--- src/rtl/mg_adder_pkg.sv ---
package mg_adder_pkg;

  // Three-input majority: the only two-input-plus logic primitive of the block.
  function automatic logic maj3(input logic x, input logic y, input logic z);
    return (x & y) | (x & z) | (y & z);
  endfunction

  // AND formed from a majority gate with one leg tied low.
  function automatic logic m_and(input logic x, input logic y);
    return maj3(x, y, 1'b0);
  endfunction

  // OR formed from a majority gate with one leg tied high.
  function automatic logic m_or(input logic x, input logic y);
    return maj3(x, y, 1'b1);
  endfunction

endpackage

--- src/rtl/mg_maj3.sv ---
module mg_maj3 (
  input  logic in_x,
  input  logic in_y,
  input  logic in_z,
  output logic out_m
);
  import mg_adder_pkg::*;

  always_comb out_m = maj3(in_x, in_y, in_z);

endmodule

--- src/rtl/mg_carry_pair.sv ---
// Two-bit carry stage: carry enters at bit lo, leaves two positions higher
// through a single majority level.
module mg_carry_pair (
  input  logic a_lo,
  input  logic b_lo,
  input  logic a_hi,
  input  logic b_hi,
  input  logic cy_in,
  output logic cy_mid,
  output logic cy_out
);
  logic prop_lo;
  logic gen_lo;
  logic look_g;
  logic look_p;

  // prop = a OR b, gen = a AND b, each as one majority gate
  mg_maj3 u_prop (.in_x(a_lo), .in_y(b_lo), .in_z(1'b1), .out_m(prop_lo));
  mg_maj3 u_gen  (.in_x(a_lo), .in_y(b_lo), .in_z(1'b0), .out_m(gen_lo));

  // carry into the upper bit of the pair
  mg_maj3 u_mid  (.in_x(prop_lo), .in_y(gen_lo), .in_z(cy_in), .out_m(cy_mid));

  // look-ahead terms that do not depend on the incoming carry
  mg_maj3 u_lkg  (.in_x(a_hi), .in_y(b_hi), .in_z(gen_lo),  .out_m(look_g));
  mg_maj3 u_lkp  (.in_x(a_hi), .in_y(b_hi), .in_z(prop_lo), .out_m(look_p));

  // the only gate on the carry path through this stage
  mg_maj3 u_out  (.in_x(look_g), .in_y(look_p), .in_z(cy_in), .out_m(cy_out));

endmodule

--- src/rtl/mg_carry_pair_lsb.sv ---
// Lowest two-bit carry stage: carry-in is a constant zero, so the propagate
// term of bit 0 is never needed.
module mg_carry_pair_lsb (
  input  logic a_lo,
  input  logic b_lo,
  input  logic a_hi,
  input  logic b_hi,
  output logic cy_mid,
  output logic cy_out
);
  logic gen_lo;

  mg_maj3 u_gen (.in_x(a_lo), .in_y(b_lo), .in_z(1'b0),   .out_m(gen_lo));
  mg_maj3 u_out (.in_x(a_hi), .in_y(b_hi), .in_z(gen_lo), .out_m(cy_out));

  always_comb cy_mid = gen_lo;

endmodule

--- src/rtl/mg_sum_bit.sv ---
// Sum bit from the carry into and out of the position:
// s = M(~co, M(x, y, ~co), ci), two majority gates and one inverter.
module mg_sum_bit (
  input  logic op_x,
  input  logic op_y,
  input  logic cy_in,
  input  logic cy_out,
  output logic sum_bit
);
  logic cy_out_n;
  logic inner_m;

  always_comb cy_out_n = ~cy_out;

  mg_maj3 u_inner (.in_x(op_x),     .in_y(op_y),    .in_z(cy_out_n), .out_m(inner_m));
  mg_maj3 u_outer (.in_x(cy_out_n), .in_y(inner_m), .in_z(cy_in),    .out_m(sum_bit));

endmodule

--- src/rtl/mg_ripple_adder.sv ---
module mg_ripple_adder #(
  parameter int WIDTH   = 16,
  parameter bit OUT_REG = 1'b1
) (
  input  logic             clk,
  input  logic             rst_n,
  input  logic [WIDTH-1:0] op_a,
  input  logic [WIDTH-1:0] op_b,
  output logic [WIDTH:0]   sum_out
);
  localparam int PAIRS = WIDTH / 2;
  localparam int RES_W = WIDTH + 1;

  generate
    if ((WIDTH % 2) != 0 || WIDTH < 2) begin : g_bad_width
      $fatal(1, "mg_ripple_adder: WIDTH must be even and at least 2");
    end
  endgenerate

  // carry_w[i] is the carry into bit i; carry_w[WIDTH] is the carry-out
  logic [WIDTH:0]   carry_w;
  logic [WIDTH-1:0] sum_bits;
  logic [RES_W-1:0] sum_comb;

  always_comb carry_w[0] = 1'b0;

  genvar k;
  generate
    for (k = 0; k < PAIRS; k++) begin : g_pair
      if (k == 0) begin : g_lsb
        mg_carry_pair_lsb u_pair (
          .a_lo   (op_a[0]),
          .b_lo   (op_b[0]),
          .a_hi   (op_a[1]),
          .b_hi   (op_b[1]),
          .cy_mid (carry_w[1]),
          .cy_out (carry_w[2])
        );
      end else begin : g_mid
        mg_carry_pair u_pair (
          .a_lo   (op_a[2*k]),
          .b_lo   (op_b[2*k]),
          .a_hi   (op_a[2*k+1]),
          .b_hi   (op_b[2*k+1]),
          .cy_in  (carry_w[2*k]),
          .cy_mid (carry_w[2*k+1]),
          .cy_out (carry_w[2*k+2])
        );
      end
    end
  endgenerate

  genvar i;
  generate
    for (i = 0; i < WIDTH; i++) begin : g_sum
      mg_sum_bit u_sum (
        .op_x    (op_a[i]),
        .op_y    (op_b[i]),
        .cy_in   (carry_w[i]),
        .cy_out  (carry_w[i+1]),
        .sum_bit (sum_bits[i])
      );
    end
  endgenerate

  always_comb sum_comb = {carry_w[WIDTH], sum_bits};

  generate
    if (OUT_REG) begin : g_reg
      logic [RES_W-1:0] sum_q;
      always_ff @(posedge clk) begin
        if (!rst_n) sum_q <= '0;
        else        sum_q <= sum_comb;
      end
      always_comb sum_out = sum_q;
    end else begin : g_comb
      always_comb sum_out = sum_comb;
    end
  endgenerate

endmodule

--- config.mk ---
export PLATFORM = sky130hd
export DESIGN_NAME = mg_ripple_adder
export DESIGN_NICKNAME = d
export VERILOG_FILES = /design/src/rtl/mg_adder_pkg.sv /design/src/rtl/mg_maj3.sv /design/src/rtl/mg_carry_pair.sv /design/src/rtl/mg_carry_pair_lsb.sv /design/src/rtl/mg_sum_bit.sv /design/src/rtl/mg_ripple_adder.sv
export SDC_FILE = /design/constraint.sdc
export NUM_CORES = 1
export LEC_CHECK = 0
export BUFFER_PORTS_ARGS = -buffer_cell sky130_fd_sc_hd__buf_2
export CAP_MARGIN = 20
export CORE_MARGIN = 4
export CORE_UTILIZATION = 35
export DETAILED_ROUTE_END_ITERATION = 10
export GPL_ROUTABILITY_DRIVEN = 1
export GPL_TIMING_DRIVEN = 0
export RECOVER_POWER = 100
export SYNTH_ARGS = -nofsm -noshare
export SYNTH_HDL_FRONTEND = slang
export SYNTH_SLANG_ARGS = --single-unit
--- constraint.sdc ---
create_clock -name clk -period 2.9 [get_ports clk]
set_input_delay 0.58 -clock clk [delete_from_list [all_inputs] [get_ports clk]]
set_output_delay 0.58 -clock clk [all_outputs]
set_load 0.02 [all_outputs]
==> results.py <==
metrics = {
    "synth": {
        "synthDistinctLibCells": 39,
        "synthArstFlopShare_pct": 0,
        "yosys-top-cells-area": "dfxtp_1, xnor2_1, nor2_1",
        "ys_seq_elements": 17,
        "synth_ff_type": "dfxtp_1",
        "synth-edff-count": 0,
        "syn-mean-instance-area_um2": 8.68,
        "synth_seq_area_share_pct": 30.6,
        "syn-num-nets": 165,
        "synth_top_area_cell": "dfxtp_1",
        "syn-instance-count": 128,
        "synth_top_area_share_pct": 30.6,
        "ys_warn_count": 0,
        "syn_area_mm2": 0.00111,
    },
    "clocking": {
        "numCtsBuffers": 3,
        "postCtsHoldBufs": 0,
        "cts.sinks": 17,
        "root_buffer": "clkbuf_4",
        "htree_num_levels": 1,
        "clkTransAtPathRegs_ns": 0.09,
        "cts_buffer_depth": 2,
        "cts_tree": "yes",
        "cts_setup_buffers": 0,
        "ctsResizeCount": 0,
    },
    "pwr": {
        "vdd_drop_max_uv": 155,
        "powerDensity_mw_per_mm2": 443,
        "total_power_uw": 627,
        "p_leak_nw": 0.593,
    },
    "sta": {
        "min_period_ns": 2.66,
        "max_freq_mhz": 376,
        "finalSetupViolations": 0,
        "finalCritPeriodShare_pct": 91.7,
        "slew_violations": 0,
        "hold_viol_final": 0,
        "worst_slew_pin_slew_ns": 0.547,
        "setup-tns-final_ns": 0,
        "relSlewSlack_pct": 63.3,
        "rsz0062_at_grt": "no",
    },
    "global_route": {
        "grt_use_total_pct": 11.2,
        "grt_pass1_vias": 954,
        "grt_overflow": 0,
        "grt_pass1_wl_um": 3890,
        "grt_max_degree": 11,
        "antenna_found_initial": 0,
    },
    "placement": {
        "dp_hpwl_um": 1990,
        "place.gp.congestion": 0.768,
        "post-place-cells": 221,
        "io_buffer_count": 49,
    },
    "layout": {
        "final_cell_mix": "buf_2, nor2_1, clkbuf_1, dfxtp_1, xnor2_1",
        "final_util_pct": 46.4,
        "diodes": 0,
        "largest_reg_flops": 17,
        "drive_gt1_share_pct": 23.8,
        "final_common_cell": "buf_2",
        "multi_input_area_um2": 754,
        "area_growth_pct": 27.5,
        "instances_no_fill": 225,
        "final_nets": 219,
        "n_fill_cell": 319,
        "seq_area_um2": 340,
    },
    "setup_path": {
        "worstPathArrival_ns": 2.87,
        "start_kind": "primary input",
        "critPathRequiredTime_ns": 3.11,
        "critPathLaunch": "op_a[0]",
        "cp_max_fo": 9,
        "crit_type": "in2reg",
        "crit_end": "sum_out[15]",
        "slowest_delay_ns": 0.42,
        "path_cells": "buf_2 -> ha_1 -> fa_1 -> maj3_2 -> o211ai_2 -> a21boi_4 -> o211a_1 -> or3_1 -> a21oi_1",
        "crit_path_top_delay_cell": "fa_1",
        "end_kind": "flip-flop",
    },
    "detailed_routing": {
        "wirelength_um": 2340,
        "num_vias": 1035,
        "via_per_inst": 4.60,
        "avgRoutedWirePerCell_um": 10.4,
        "ant_nets": 0,
        "drt_first_pass_iters": 4,
        "drt_iter0_drc": 32,
        "drc": 0,
    },
    "floorplanning": {
        "fp-row-count": 20,
        "die_y_um": 64.3,
        "core_area_mm2": 0.00305,
        "die_area_mm2": 0.00414,
        "start_util_pct": 36.4,
        "ios": 51,
        "die_x_um": 64.3,
    },
    "flow_run": {
        "drv_cap": 0,
    },
    "min_path": {
        "hp-start": "rst_n",
        "min_path_type": "in2reg",
    },
    "status": {
        "status": "finished, final reports clean",
    },
}
-- critical path: cells and delay by family --
| family | cells | cell delay (ns) |
|---|---|---|
| compound gates | 4 | 0.81 |
| fa+ha+maj | 3 | 1.00 |
| buf+inv | 1 | 0.10 |
| simple gates | 1 | 0.37 |
-- per-stage QoR --
step                area, µm²  hold WS, ns  worst slack [ns]
global placement         1410        0.801           -0.0303
finish                   1420        0.513             0.242
CTS                      1440        0.509             0.228
floorplan                1110        0.702             0.226
global route             1420        0.507             0.148
detailed placement       1410        0.800           -0.0602
-- where the power goes --
part	total, mW	leakage (nW)	switching (mW)	internal [mW]
combinational	0.237	0.436	0.139	0.0975
sequential	0.270	0.142	0.00737	0.262
clock	0.121	0.0150	0.0676	0.0532
total	0.627	0.593	0.214	0.413
-- kinds of logic (layout without fill, tap and decap cells) --
logic type                 count (synthesis)  in the layout  share of synthesized area [%]
xor gates and xnor gates                  21             21                           16.6
AOI/OAI and AO/OA                         38             38                           24.9
buffers and inverters                      4             57                           1.46
and+or+nand+nor                           41             41                           18.0
DFF                                       17             17                           30.6
adders and majority gates                  7              7                           8.45
-- area by class of cell --
cell class | instances | area share [%]
buffer | 2 | 0.618
multi-input combinational | 107 | 53.3
tap | 44 | 3.89
sequential | 17 | 24.0
timing repair buffer | 49 | 15.8
inverter | 2 | 0.530
clock buffer | 4 | 1.86
-- cell usage after synthesis, types with 2 or more instances --
cell / instances
nor2b_1: 3
or3_1: 2
dfxtp_1: 17
o211ai_2: 2
fa_1: 2
o21ai_0: 5
nand2_1: 5
maj3_1: 3
o211a_1: 2
xor2_1: 5
xnor2_1: 16
o21ai_1: 3
nor2_1: 20
inv_1: 2
o31ai_1: 5
a21oi_1: 7
a22oi_1: 2
a21o_1: 3
o22a_1: 2
and2_1: 3
-- worst min-delay path by stage --
stage	end	cells after the start
2_1_floorplan	sum_out[0]	1
3_3_place_gp	sum_out[0]	2
3_5_place_dp	sum_out[0]	2
4_1_cts	sum_out[0]	2
5_1_grt	sum_out[0]	2
6_report	sum_out[0]	2
-- metal layers --
| metal | vias up | share of wire, % | global-route usage, % |
|---|---|---|---|
| met1 | 447 | 48 | 14.3 |
| met5 | - | 0 | 0 |
| li1 | 556 | - | - |
| met3 | 0 | 5.8 | 2.28 |
| met2 | 32 | 47 | 19.3 |
| met4 | 0 | 0 | 2.37 |
Power figures use the tool's default switching activity.
